<file path="src/rtl/cbf_pkg.sv">
package cbf_pkg;

    typedef enum logic [1:0] {
        OPC_OTHER = 2'd0,
        OPC_TEST  = 2'd1,
        OPC_CMP   = 2'd2,
        OPC_JCC   = 2'd3
    } opc_e;

    typedef enum logic [1:0] {
        SRC_REG = 2'd0,
        SRC_IMM = 2'd1,
        SRC_MEM = 2'd2,
        SRC_RSV = 2'd3
    } src_e;

    typedef enum logic [1:0] {
        ST_SCAN    = 2'd0,
        ST_WAIT    = 2'd1,
        ST_RELEASE = 2'd2
    } wait_st_e;

    // condition codes that read only CF, only ZF, or both
    localparam logic [3:0] CC_FLAG_LO = 4'd2;
    localparam logic [3:0] CC_FLAG_HI = 4'd7;

endpackage

</file>
<file path="src/rtl/cmpbr_slot_decode.sv">
module cmpbr_slot_decode
    import cbf_pkg::*;
(
    input  logic       valid_i,
    input  logic [1:0] cls_i,
    input  logic [1:0] src_a_i,
    input  logic [1:0] src_b_i,
    input  logic [3:0] cc_i,
    output logic       head_ok_o,
    output logic       jump_ok_o
);
    opc_e cls;
    src_e src_a;
    src_e src_b;
    logic is_compare;
    logic both_wide;
    logic cc_flag_only;

    assign cls   = opc_e'(cls_i);
    assign src_a = src_e'(src_a_i);
    assign src_b = src_e'(src_b_i);

    always_comb begin
        is_compare   = (cls == OPC_TEST) || (cls == OPC_CMP);
        both_wide    = (src_a != SRC_REG) && (src_b != SRC_REG);
        cc_flag_only = (cc_i >= CC_FLAG_LO) && (cc_i <= CC_FLAG_HI);
        head_ok_o    = valid_i && is_compare && !both_wide;
        jump_ok_o    = valid_i && (cls == OPC_JCC) && cc_flag_only;
    end

endmodule

</file>
<file path="src/rtl/cmpbr_pair_scan.sv">
module cmpbr_pair_scan #(
    parameter int DEPTH = 8,
    parameter int CNT_W = $clog2(DEPTH + 1)
) (
    input  logic [DEPTH-1:0] valid_i,
    input  logic [DEPTH-1:0] head_ok_i,
    input  logic [DEPTH-1:0] jump_ok_i,
    input  logic             long_mode_i,
    output logic [DEPTH-1:0] fuse_o,
    output logic [CNT_W-1:0] mop_count_o,
    output logic             tail_cand_o
);
    localparam int IDX_W = (DEPTH > 1) ? $clog2(DEPTH) : 1;

    logic             consumed;
    logic [CNT_W-1:0] n_valid;
    logic [CNT_W-1:0] n_fused;
    logic [IDX_W-1:0] tail_idx;
    logic             any_valid;
    logic             unused_first_jump;

    // entry 0 can only ever be a head
    assign unused_first_jump = jump_ok_i[0];

    // oldest-first scan; an entry that closes a pair cannot open one
    always_comb begin
        fuse_o   = '0;
        consumed = 1'b0;
        for (int i = 0; i < DEPTH - 1; i++) begin
            if (!long_mode_i && !consumed && head_ok_i[i] && jump_ok_i[i+1]) begin
                fuse_o[i] = 1'b1;
            end
            consumed = fuse_o[i];
        end
    end

    always_comb begin
        n_valid = '0;
        n_fused = '0;
        for (int i = 0; i < DEPTH; i++) begin
            n_valid = n_valid + CNT_W'(valid_i[i]);
            n_fused = n_fused + CNT_W'(fuse_o[i]);
        end
        mop_count_o = n_valid - n_fused;
    end

    always_comb begin
        tail_idx  = '0;
        any_valid = |valid_i;
        for (int i = 0; i < DEPTH; i++) begin
            if (valid_i[i]) begin
                tail_idx = IDX_W'(i);
            end
        end
        tail_cand_o = any_valid && !long_mode_i && head_ok_i[tail_idx];
    end

endmodule

</file>
<file path="src/rtl/cmpbr_tail_wait.sv">
module cmpbr_tail_wait
    import cbf_pkg::*;
#(
    parameter int WAIT_MAX = 4
) (
    input  logic clk_i,
    input  logic rst_ni,
    input  logic cand_i,
    output logic hold_o
);
    localparam int CW = $clog2(WAIT_MAX + 1);

    wait_st_e        state_q, state_d;
    logic [CW-1:0]   cnt_q, cnt_d;

    always_ff @(posedge clk_i) begin
        if (!rst_ni) begin
            state_q <= ST_SCAN;
            cnt_q   <= '0;
        end else begin
            state_q <= state_d;
            cnt_q   <= cnt_d;
        end
    end

    always_comb begin
        state_d = state_q;
        cnt_d   = cnt_q;
        unique case (state_q)
            ST_SCAN: begin
                if (cand_i) begin
                    state_d = ST_WAIT;
                    cnt_d   = CW'(1);
                end
            end
            ST_WAIT: begin
                if (!cand_i) begin
                    state_d = ST_SCAN;
                    cnt_d   = '0;
                end else if (cnt_q == CW'(WAIT_MAX - 1)) begin
                    state_d = ST_RELEASE;
                    cnt_d   = '0;
                end else begin
                    cnt_d = cnt_q + CW'(1);
                end
            end
            ST_RELEASE: begin
                if (!cand_i) begin
                    state_d = ST_SCAN;
                end
            end
            default: begin
                state_d = ST_SCAN;
                cnt_d   = '0;
            end
        endcase
    end

    always_comb begin
        unique case (state_q)
            ST_SCAN, ST_WAIT: hold_o = cand_i;
            ST_RELEASE:       hold_o = 1'b0;
            default:          hold_o = 1'b0;
        endcase
    end

endmodule

</file>
<file path="src/rtl/cmpbr_fuse.sv">
module cmpbr_fuse #(
    parameter int DEPTH    = 8,
    parameter int WAIT_MAX = 4,
    localparam int CNT_W   = $clog2(DEPTH + 1)
) (
    input  logic               clk_i,
    input  logic               rst_ni,
    input  logic [DEPTH-1:0]   ent_valid_i,
    input  logic [2*DEPTH-1:0] ent_class_i,
    input  logic [2*DEPTH-1:0] ent_src_a_i,
    input  logic [2*DEPTH-1:0] ent_src_b_i,
    input  logic [4*DEPTH-1:0] ent_cc_i,
    input  logic               long_mode_i,
    output logic [DEPTH-1:0]   fuse_o,
    output logic               tail_hold_o,
    output logic [CNT_W-1:0]   mop_count_o
);
    logic [DEPTH-1:0] head_ok;
    logic [DEPTH-1:0] jump_ok;
    logic             tail_cand;

    for (genvar g = 0; g < DEPTH; g++) begin : g_slot
        cmpbr_slot_decode u_dec (
            .valid_i   (ent_valid_i[g]),
            .cls_i     (ent_class_i[2*g +: 2]),
            .src_a_i   (ent_src_a_i[2*g +: 2]),
            .src_b_i   (ent_src_b_i[2*g +: 2]),
            .cc_i      (ent_cc_i[4*g +: 4]),
            .head_ok_o (head_ok[g]),
            .jump_ok_o (jump_ok[g])
        );
    end

    cmpbr_pair_scan #(
        .DEPTH (DEPTH),
        .CNT_W (CNT_W)
    ) u_scan (
        .valid_i     (ent_valid_i),
        .head_ok_i   (head_ok),
        .jump_ok_i   (jump_ok),
        .long_mode_i (long_mode_i),
        .fuse_o      (fuse_o),
        .mop_count_o (mop_count_o),
        .tail_cand_o (tail_cand)
    );

    cmpbr_tail_wait #(
        .WAIT_MAX (WAIT_MAX)
    ) u_wait (
        .clk_i  (clk_i),
        .rst_ni (rst_ni),
        .cand_i (tail_cand),
        .hold_o (tail_hold_o)
    );

endmodule

</file>
<file path="config.mk">
export PLATFORM = sky130hd
export DESIGN_NAME = cmpbr_fuse
export DESIGN_NICKNAME = d
export VERILOG_FILES = /design/src/rtl/cbf_pkg.sv /design/src/rtl/cmpbr_slot_decode.sv /design/src/rtl/cmpbr_pair_scan.sv /design/src/rtl/cmpbr_tail_wait.sv /design/src/rtl/cmpbr_fuse.sv
export SDC_FILE = /design/constraint.sdc
export NUM_CORES = 1
export LEC_CHECK = 0
export BUFFER_PORTS_ARGS = -buffer_cell sky130_fd_sc_hd__buf_4
export CORE_AREA = 2 2 61 63
export CTS_BUF_LIST = sky130_fd_sc_hd__clkbuf_16
export DETAILED_ROUTE_END_ITERATION = 8
export DIE_AREA = 0 0 63 65
export GPL_TIMING_DRIVEN = 0
export PLACE_DENSITY = 0.74
export REMOVE_ABC_BUFFERS = 1
export SLEW_MARGIN = 25
export SYNTH_ARGS = -nofsm -noshare
export SYNTH_HDL_FRONTEND = slang
export SYNTH_HIERARCHICAL = 1
export SYNTH_SLANG_ARGS = --single-unit
export TNS_END_PERCENT = 10
</file>
<file path="constraint.sdc">
create_clock -name clk_i -period 6.65 [get_ports clk_i]
set_input_delay 0.9975 -clock clk_i [delete_from_list [all_inputs] [get_ports clk_i]]
set_output_delay 0.9975 -clock clk_i [all_outputs]
set_load 0.02 [all_outputs]
</file>
; ---- After elaboration in Yosys (flattened, before gate mapping)
; Cells that the tools add are included.
[word_totals]
regBits = 5
output_inout_bits = 13
[classes]
add_sub_neg = 15
magnitude_cmp = 15
eq_ne = 29
mux = 26
bitwise_logic = 1
reduce_logical = 111
[op_table]
columns = cell, count
row1 = 1-bit logical AND, 67
row2 = 4-bit by 1-bit adder with 4-bit output, 11
row3 = "2-bit == test, second input constant", 16
row4 = 2-bit nonzero test, 16
row5 = "4-bit by 2-bit >= comparator with 1-bit output, second input constant", 7
row6 = "4-bit by 3-bit <= comparator with 1-bit output, second input constant", 7
row7 = 3-bit 2-to-1 mux, 7
row8 = "2-bit by 1-bit == test with 1-bit output, second input constant", 9
row9 = 1-bit zero test, 15
row10 = 2-bit 2-to-1 mux, 6
row11 = 1-bit 2-to-1 mux, 10
row12 = 3-bit case mux with 3 select lines, 1
row13 = 1-bit logical OR, 8
row14 = 8-bit OR reduction, 1
row15 = 2-bit case mux with 3 select lines, 1
row16 = 1-bit by 1-bit adder with 2-bit output, 2
row17 = "3-bit by 4-bit < comparator with 1-bit output, second input constant", 1
row18 = 4-bit subtractor, 1
row19 = "3-bit by 1-bit adder with 3-bit output, second input constant", 1
row20 = 1-bit binary-select mux with 3-bit select, 1
row21 = "3-bit by 2-bit == test with 1-bit output, second input constant", 1
row22 = "3-bit != test, second input constant", 1
row23 = 3-bit AND reduction, 1
row24 = 2-bit zero test, 1
row25 = other kinds (5), 5

; ---- Depth between registers and ports, before layout
; Gate-level depths: netlist (run 1).
[depth]
depth_word = 39
mapped_depth = 18
depth_no_buf = 18

; ---- By module
; The synthesis (run 1) kept the hierarchy.
[modules_own_cells]
columns = module, instances, cells_per_inst, area_each_um2, seq_area_each_um2
row1 = cmpbr_pair_scan, 1, 74, 598.1, 0.0
row2 = cmpbr_slot_decode, 8, 6, 37.5, 0.0
row3 = cmpbr_tail_wait, 1, 24, 242.7, 100.1

; ---- Least setup slack after synthesis (run 1)
; No wires, ideal clock.
[synth_path]
kind = input-to-output
start = input ent_class_i[0]
end = output mop_count_o[3]
arrival_ns = 5.227
setup_slack_ns = 0.426
stages = 16
path_cell_list = ha_1 > and3_1 > and2_4 > o311ai_2 > a311o_2 > nand4_1 > fa_1 > fa_1 > inv_1 > fa_1 > fa_1 > inv_1 > ha_1 > a21o_1 > a21oi_1 > xor2_1
[synth_via]
elab_chain_len = 39
word_cells_on_any_way = 45
cone_classes = add/sub: 7 / eq/ne: 2 / mux: 7 / reduce/logical: 29
[synth_lines]
columns = element, line_no
row1 = "start, declared", cmpbr_fuse.sv:9  ; input logic [2*DEPTH-1:0] ent_class_i,
row2 = 2-bit by 1-bit == test with 1-bit output or 2-bit == test (tied branches), cmpbr_slot_decode.sv:24  ; is_compare = (cls == OPC_TEST) || (cls == OPC_CMP);
row3 = 1-bit logical OR *, cmpbr_slot_decode.sv:24
row4 = 1-bit logical AND * (2 in series), cmpbr_slot_decode.sv:27  ; head_ok_o = valid_i && is_compare && !both_wide;
row5 = net head_ok[0], cmpbr_fuse.sv:18  ; logic [DEPTH-1:0] head_ok;
row6 = 1-bit logical AND * (2 in series), cmpbr_pair_scan.sv:30  ; if (!long_mode_i && !consumed && head_ok_i[i] && jump_ok_i[i+1]) begin
row7 = 1-bit 2-to-1 mux *, cmpbr_pair_scan.sv:30
row8 = "parallel branches: the longest is 30 deep, another holds 4-bit by 1-bit adder with 4-bit output", --
row9 = 4-bit by 1-bit adder with 4-bit output *, cmpbr_pair_scan.sv:42  ; n_fused = n_fused + CNT_W'(fuse_o[i]);
row10 = 4-bit subtractor *, cmpbr_pair_scan.sv:44  ; mop_count_o = n_valid - n_fused;
row11 = "end, declared", cmpbr_fuse.sv:16  ; output logic [CNT_W-1:0] mop_count_o
; Mark *: on every way through the listed nets, which the timed path passes.

; ---- Final worst setup path (run 1)
; Ends and elaborated chain as after synthesis.

==> results of run 1 <==
[cell type report]
type	count	area [um2]	area share, %
Sequential cell	5	100	5.11
Multi-Input combinational cell	119	960	48.9
Clock buffer	3	75.1	3.83
Clock inverter	1	3.75	0.191
Timing Repair Buffer	93	698	35.6
Inverter	17	63.8	3.25
Tap cell	48	60.1	3.06
[stage by stage]
| stage | std cells | area, um2 | power [mW] |
|---|---|---|---|
| finish | 286 | 1960 | 0.292 |
| global route | 286 | 1960 | 0.314 |
| CTS | 284 | 1940 | 0.295 |
| detailed placement | 280 | 1860 | 0.195 |
| global placement | 280 | 1860 | 0.191 |
| floorplan | 141 | 1110 | 0.120 |
[final timing paths]
| check | cells past startpoint | end | slack, ns |
|---|---|---|---|
| setup / recovery | 18 | mop_count_o[3] | 0.25 |
| hold / removal | 1 | u_wait/cnt_q[0] | 0.52 |
| setup reg to reg | 4 | u_wait/cnt_q[1] | 5.57 |
| hold reg to reg | 1 | u_wait/cnt_q[0] | 0.52 |
[metal layers]
metal	part of all wire [%]	wire, um	GRT usage (%)	vias to the layer above
li1	-	-	-	699
met1	38	1280	18.0	638
met2	51	1740	30.6	68
met3	10	342	5.21	2
met4	0.27	9	3.06	0
met5	0	0	0	-
[power breakdown]
group / switching [mW] / leakage, nW / internal (mW)
clock: 0.0200 / 0.0423 / 0.0779
combinational: 0.0777 / 0.961 / 0.0843
sequential: 0.000875 / 0.0405 / 0.0310
total: 0.0985 / 1.04 / 0.193
[sequential cells by signal (all words and copies together), names as in the netlist]
signal	flops
u_wait/cnt_q	3
u_wait/state_q	2
[repair_timing]
item                                   CTS  global route
setup buffers                            0             2
setup endpoints to repair                0             1
endpoints found under the hold margin    0             0
gates resized for setup                  0             1
[placed cells by master (no fill, tap or decap), drive strengths merged, types with 3 or more instances in the layout]
master and instances:
nor2 15, fa 9, inv 18, nor3 9
a21oi 7, o22ai 8, and3 9, ha 15
clkbuf 3, nor2b 4, buf 93, nand2 14
dfxtp 5
==> results.md, run 1 <==
- Placeable Area: 3500 um2
- Worst slack, placed: 0.143 ns
- Placer Congestion: 0.768
- Row count: 22
- Worst path cell trace: buf_4 > ha_1 > and3_1 > and2_4 > o311ai_4 > a311o_2 > nand4_1 > fa_1 > fa_1 > inv_1 > fa_1 > fa_1 > inv_1 > ha_1 > a21o_1 > a21oi_1 > xor2_1 > buf_4
- Initial DRC Count: 34
- Crit Path Class: in -> out
- Slowest stage delay, CP: 0.55 ns
- Clock Pin Slew Worst Setup and Hold Paths: 0.03 ns
- Vias in the first global route: 1314
- TritonCTS clock tree: yes
- Power density over cell area: 149 nW/um2
- IO Pins: 104
- Hold_ws: 0.524 ns
- Final WL: 3370 um
- Num Clock Sinks: 5
- Final setup viols: 0
- RSZ-0062 raised after global routing: no
- Netlist Area Pre-Place: 1130 um2
- Routed Antenna Nets: 0
- Status: complete, no violations
- Final nets: 354
- DP HPWL: 2940 um
- CP Capture Type: primary output
- Maxcap violations: 0
- Final period util: 96.2%
- Fillcell total: 322
- Root Driver: clkbuf_16
- Synth Area per Inst: 7.89 um2
- CP Launch Point: ent_class_i[0]
- Peak VDD IR: 0.0897 mV
- Endpoints failing hold: 0
- First-pass GRT wire length: 5420 um
- CP required: 5.65 ns
- Most frequent CP cell: fa_1
- Die area: 4100 um2
- Worst Path Max Fanout: 3
- Avg WL per Cell: 11.8 um
- Starting Density: 32.3%
- Grt total ovfl: 0
- Count of input and output buffers: 91
- Tmin final: 6.40 ns
- Worst skew pair latency: 0.23 ns
- Setup_tns: 0 ns
- Startpoint types: primary input
- Antenna violations before repair: 0
- Gr usage total: 16.3%
- Worst r2r src: u_wait/cnt_q[0]
- Inserted Diodes: 0
- Post-Synthesis Cells: 143
- Lkg Pwr: 1.04 nW
- Post-Route Utilization: 56.1%
- Area Overhead vs Synth: 73.7%
- Largest net degree at the start of global routing: 9
- Final Skew: 0.000333 ns
- Share of cells above drive strength 1: 43.3%
- Worst EP arrival: 5.40 ns
- Avg Vias per Cell: 4.92
- Hold path start: u_wait/cnt_q[0]
- Worst Path Buf+Inv: 4
- Htree depth: 1
- Worst setup margin: 0.253 ns
- Die span in x: 63 um
- DR vias: 1407
- Hold-fix buffer count after cts: 0
- Synth Warn #: 6
- Clock Path Buffers: 2
- Hold Crit Class: reg -> reg
- Max Clk Rate: 156 MHz
- DR pass1 iterations: 4
- Slew Viols, Final: 0
- Post-route DRC: 0
- Crit-path leading delay family: adder cells
- Slowest-stage cell, CP: fa_1
- Die H: 65 um
- Total CTS buffers: 3
Power figures use the tool's default switching activity.
==> run 2, diff against run 1 <==
PLACE_DENSITY = 0.77   (was 0.74)
clock period = 5.4 ns   (was 6.65 ns; I/O delays follow)
==> run 2 against run 1 <==
Compared with the run above:
- the flow now finishes with violations (negative setup slack)
- critical path depth down 4
- clock skew rose by 0.0020 ns
- power up 36%
- core utilization rose by 3.9 points
- count of clock-buffer cells in the layout is the same
==> results.md, run 2 (same netlist as run 1, synthesis figures left out) <==
- DR vias: 1435 (+2.0%)
- Maxcap violations: 0 (unchanged)
- Post-Route Utilization: 60.0% (+3.9 points)
- Largest net degree at the start of global routing: 9 (unchanged)
- Slowest stage delay, CP: 0.55 ns (about the same)
- Final setup viols: 3 (+3)
- RSZ-0062 raised after global routing: yes
- Hold path depth: 1 (unchanged)
- Hold path start: u_wait/cnt_q[2]
- Grt total ovfl: 0 (unchanged)
- Worst Path Buf+Inv: 2 (-2)
- Crit Path Class: in -> out
- Htree depth: 1 (unchanged)
- CP Capture Type: primary output
- DP HPWL: 2890 um (-1.9%)
- CP required: 4.59 ns (-1.06 ns)
- Failing checks: negative setup slack
- DR pass1 iterations: 5 (+1)
- Total Power: 0.397 mW (+36%)
- Die H: 65 um (unchanged)
- Slowest-stage cell, CP: fa_1
- IO Pins: 104 (unchanged)
- Worst skew pair latency: 0.23 ns (about the same)
- Vias in the first global route: 1343 (+2.2%)
- Max Clk Rate: 176 MHz
- Commonest non-fill, non-tap cell in the layout: buf_4
- Clock Path Buffers: 2 (unchanged)
- Row count: 22 (unchanged)
- Fillcell total: 328 (+1.9%)
- Die area: 4100 um2 (unchanged)
- Tmin final: 5.68 ns
- Total CTS buffers: 3 (unchanged)
- Worst slack, placed: -0.786 ns (-0.929 ns)
- Crit-path leading delay family: adder cells
- TritonCTS clock tree: yes
- Status: complete, but fails checks
- Worst EP arrival: 4.87 ns (-0.53 ns)
- Die span in x: 63 um (unchanged)
- Count of input and output buffers: 91 (unchanged)
- Most frequent CP cell: fa_2
- Num Clock Sinks: 5 (unchanged)
- Startpoint types: primary input
- Avg WL per Cell: 12.5 um (+5.9%)
- Final WL: 3620 um (+7.4%)
- Gr usage total: 17.7% (+1.4 points)
- Hold Crit Class: reg -> reg
- Endpoints failing hold: 0 (unchanged)
- Hold Path Sink: u_wait/cnt_q[2]
- Number of flip-flops in the largest register: 3 (unchanged)
- Starting Density: 32.3% (unchanged)
- Worst setup margin: -0.278 ns (-0.531 ns)
- Power density over cell area: 189 nW/um2 (+27%)
- Routed Antenna Nets: 0 (unchanged)
- Final nets: 358 (+1.1%)
- Area Overhead vs Synth: 85.8%
- Placer Congestion: 0.846 (+10%)
- Share of cells above drive strength 1: 50.0% (+6.7 points)
- Initial DRC Count: 30 (-12%)
- Inserted Diodes: 0 (unchanged)
- First-pass GRT wire length: 5810 um (+7.1%)
- Avg Vias per Cell: 4.95 (+0.58%)
- Post-route DRC: 0 (unchanged)
- Setup_tns: -0.800 ns (-0.800 ns)
- Final period util: 105%
- Largest registers: u_wait/cnt_q (3), u_wait/state_q (2)
- R2r setup slk: 4.31 ns (-1.26 ns)
- Slew Viols, Final: 0 (unchanged)
- Worst Path Max Fanout: 2 (-1)
- Most frequent cells in the layout: buf_4, inv_1, nor2_1
- Clock Pin Slew Worst Setup and Hold Paths: 0.03 ns (about the same)
- Worst path cell trace: buf_6 > ha_4 > and3_4 > nand2_4 > o311ai_4 > a311o_2 > nand4_1 > fa_1 > fa_2 > fa_1 > fa_2 > ha_4 > fa_2 > buf_6
- Worst Reg-to-Reg Cells: 4 (unchanged)
- Largest Register: u_wait/cnt_q
- Peak VDD IR: 0.105 mV (+17%)
- Placeable Area: 3500 um2 (unchanged)
- Antenna violations before repair: 0 (unchanged)
- Lkg Pwr: 1.08 nW (+3.9%)
- Root Driver: clkbuf_16
- Worst r2r src: u_wait/cnt_q[0]
- Final Skew: 0.00236 ns (+0.00202 ns)
- Reg-to-reg endpoint: u_wait/cnt_q[1]
run 2: worst max-delay path by stage:
stage	from	endpoint	slack, ns	cells after the start
floorplan	ent_class_i[0]	mop_count_o[3]	-0.45	16
global placement	ent_class_i[0]	mop_count_o[3]	-0.69	18
detailed placement	ent_class_i[0]	mop_count_o[3]	-0.79	18
CTS	ent_class_i[1]	mop_count_o[3]	-0.24	18
global route	ent_src_b_i[1]	mop_count_o[3]	-0.42	18
finish	ent_class_i[2]	mop_count_o[1]	-0.28	14
run 2: through the flow:
step                instances  instance area, um2  hold slack [ns]
global route              290                2100            0.543
floorplan                 141                1110            0.487
CTS                       290                2080            0.522
global placement          280                1860            0.505
finish                    290                2100            0.524
detailed placement        280                1860            0.509
run 2: cell type report:
| type | instances | area, um2 | area share (%) |
|---|---|---|---|
| Clock buffer | 3 | 75.1 | 3.58 |
| Clock inverter | 1 | 3.75 | 0.179 |
| Inverter | 17 | 63.8 | 3.04 |
| Multi-Input combinational cell | 119 | 1040 | 49.8 |
| Sequential cell | 5 | 100 | 4.77 |
| Tap cell | 48 | 60.1 | 2.86 |
| Timing Repair Buffer | 97 | 751 | 35.8 |
run 2: repair_timing:
action,4_1_cts,5_1_grt
endpoints found under the setup margin,4,3
setup buffers,6,0
hold buffers,0,0
pin swaps,11,1
resized for setup,20,3
run 2: power by group:
part,total (mW),internal (mW),leakage (nW),switching [mW]
registers,0.0394,0.0382,0.0405,0.00117
logic,0.238,0.128,1.00,0.110
clock network,0.119,0.0958,0.0423,0.0233
total,0.397,0.262,1.08,0.135
run 2: layer usage:
| layer | track usage (%) | routed length, um | part of all wire [%] | vias up |
|---|---|---|---|---|
| met5 | 0 | 0 | 0 | - |
| met4 | 5.28 | 58 | 1.6 | 0 |
| met3 | 4.86 | 386 | 11 | 6 |
| met2 | 30.5 | 1750 | 48 | 72 |
| met1 | 21.4 | 1430 | 39 | 652 |
| li1 | - | - | - | 705 |
==> run 3, diff against run 2 <==
TNS_END_PERCENT = default   (was 10)
==> run 3 against run 2 <==
Compared with the run above:
- the flow still finishes with violations (negative setup slack)
- critical endpoint unchanged
- combinational power about the same
- core utilization down 0.25 points
- sequential cell count unchanged
- critical path type unchanged
- cell area down 0.42%
- setup slack worse by 0.039 ns
- register-to-register slack about the same
- critical path depth unchanged
- global-route usage unchanged
- count of clock-buffer cells in the layout unchanged
- power down 0.55%
- via count up 0.91%
- die area unchanged
==> results.md, run 3 (same netlist as run 1, synthesis figures left out) <==
- Status: complete, but fails checks
- Failing checks: negative setup slack
- Htree depth: 1 (unchanged)
- Maxcap violations: 0 (unchanged)
- Worst Reg-to-Reg Cells: 4 (unchanged)
- Final WL: 3590 um (-0.91%)
- Endpoints failing hold: 0 (unchanged)
- Count of input and output buffers: 91 (unchanged)
- Reg-to-reg endpoint: u_wait/cnt_q[1]
- Startpoint types: primary input
- Final period util: 106% (+0.73 points)
- Die H: 65 um (unchanged)
- Final Skew: 0.00236 ns (unchanged)
- Largest Register: u_wait/cnt_q
- Hold Crit Class: reg -> reg
- Num Clock Sinks: 5 (unchanged)
- Root Driver: clkbuf_16
- Most frequent CP cell: fa_1
- Vias in the first global route: 1343 (unchanged)
- Cell depth of the worst setup path: 14 (unchanged)
- Area Overhead vs Synth: 85.0%
- Final Cell Area: 2090 um2 (-0.42%)
- R2r setup slk: 4.31 ns (about the same)
- Crit-path leading delay family: adder cells
- Final setup viols: 3 (unchanged)
- Worst Path Buf+Inv: 2 (unchanged)
- Worst path cell trace: buf_6 > ha_4 > and3_4 > nand2_4 > o311ai_4 > a311o_2 > nand4_1 > fa_1 > fa_2 > fa_1 > fa_1 > ha_2 > fa_2 > buf_6
- IO Pins: 104 (unchanged)
- Avg WL per Cell: 12.4 um (-0.91%)
- Fin cells: 290 (unchanged)
- Starting Density: 32.3% (unchanged)
- First-pass GRT wire length: 5810 um (unchanged)
- DP HPWL: 2890 um (unchanged)
- TritonCTS clock tree: yes
- RSZ-0062 raised after global routing: yes
- DP Cell Count: 280 (unchanged)
- Antenna violations before repair: 0 (unchanged)
- Row count: 22 (unchanged)
- Avg Vias per Cell: 4.99 (+0.91%)
- Largest registers: u_wait/cnt_q (3), u_wait/state_q (2)
- Post-DP Area: 1860 um2 (unchanged)
- Grt total ovfl: 0 (unchanged)
- DR pass1 iterations: 4 (-1)
- Slowest stage delay, CP: 0.58 ns (+0.03 ns)
- Most frequent cells in the layout: buf_4, inv_1, nor2_1
- Peak VDD IR: 0.106 mV (+1.1%)
- Number of flip-flops in the largest register: 3 (unchanged)
- Fillcell total: 329 (+0.30%)
- Worst skew pair latency: 0.23 ns (about the same)
- Worst Path Max Fanout: 2 (unchanged)
- Slew Viols, Final: 0 (unchanged)
- Post-route DRC: 0 (unchanged)
- Worst setup margin: -0.317 ns (-0.0392 ns)
- Die span in x: 63 um (unchanged)
- Worst r2r src: u_wait/cnt_q[0]
- Max Clk Rate: 175 MHz (-0.69%)
- Clock Path Buffers: 2 (unchanged)
- Routed Antenna Nets: 0 (unchanged)
- Total CTS buffers: 3 (unchanged)
- Die area: 4100 um2 (unchanged)
- Post-Route Utilization: 59.7% (-0.25 points)
- Capture point of the critical path: mop_count_o[1]
- Setup_tns: -0.894 ns (-0.0946 ns)
- Worst EP arrival: 4.91 ns (+0.04 ns)
- Initial DRC Count: 25 (-17%)
- Tmin final: 5.72 ns (+0.0392 ns)
- CP Launch Point: ent_class_i[2]
- CP Capture Type: primary output
- Share of cells above drive strength 1: 49.6% (-0.41 points)
- Gr usage total: 17.7% (unchanged)
- Slowest-stage cell, CP: fa_2
- Largest net degree at the start of global routing: 9 (unchanged)
- Inserted Diodes: 0 (unchanged)
- Placer Congestion: 0.846 (unchanged)
- Lkg Pwr: 1.08 nW (about the same)
- Placeable Area: 3500 um2 (unchanged)
- Crit Path Class: in -> out
- Final nets: 358 (unchanged)
- Clock Pin Slew Worst Setup and Hold Paths: 0.03 ns (about the same)
- Power density over cell area: 189 nW/um2 (-0.14%)
- CP required: 4.59 ns (about the same)
- Commonest non-fill, non-tap cell in the layout: buf_4
- DR vias: 1448 (+0.91%)
run 3: cell types whose count changed in the layout (fill, tap and decap cells not counted):
cell   previous run  this run
ha_4              4         3
fa_1              6         7
ha_2              0         1
fa_2              3         2
buf_6             4         5
buf_4            92        91
run 3: where the power goes:
group	internal, mW	switching (mW)
Combinational	0.127	0.109
Sequential	0.0382	0.00117
Clock	0.0958	0.0233
Total	0.261	0.134
run 3: repair_timing:
item / 4_1_cts / 5_1_grt
resized for setup: 21 / 1
endpoints found under the setup margin: 4 / 3
pin swaps: 11 / 2
buffers inserted: 6 / 0
hold buffers: 0 / 0
run 3: stage by stage:
stage | worst slack (ns) | hold slack [ns] | power, mW
after detailed placement | -0.786 | 0.509 | 0.241
after floorplan | -0.449 | 0.487 | 0.148
final | -0.317 | 0.524 | 0.394
after global placement | -0.687 | 0.505 | 0.234
after global routing | -0.418 | 0.543 | 0.423
after CTS | -0.250 | 0.522 | 0.393
run 3: cell type report:
| type | instances | area (um2) | share of cell area (%) |
|---|---|---|---|
| clock inverters | 1 | 3.75 | 0.180 |
| inverters | 17 | 63.8 | 3.06 |
| well taps | 48 | 60.1 | 2.88 |
| multi-input cells | 119 | 1030 | 49.4 |
| repair buffers | 97 | 754 | 36.1 |
| clock buffers | 3 | 75.1 | 3.59 |
| flip-flops and latches | 5 | 100 | 4.79 |
run 3: how the worst min path moves through the flow:
stage	cells after the start	slack [ns]	endpoint	startpoint
after global routing	1	0.54	u_wait/cnt_q[2]	u_wait/cnt_q[2]
after floorplan	1	0.49	u_wait/state_q[0]	u_wait/state_q[0]
after CTS	1	0.52	u_wait/cnt_q[2]	u_wait/cnt_q[2]
final	1	0.52	u_wait/cnt_q[2]	u_wait/cnt_q[2]
after detailed placement	1	0.51	u_wait/cnt_q[2]	u_wait/cnt_q[2]
after global placement	1	0.51	u_wait/cnt_q[2]	u_wait/cnt_q[2]
run 3: per-layer routing:
layer  track usage, %  wire, um
met1             21.4      1470
met2             30.5      1730
met3             4.86       334
met4             5.28        58
met5                0         0
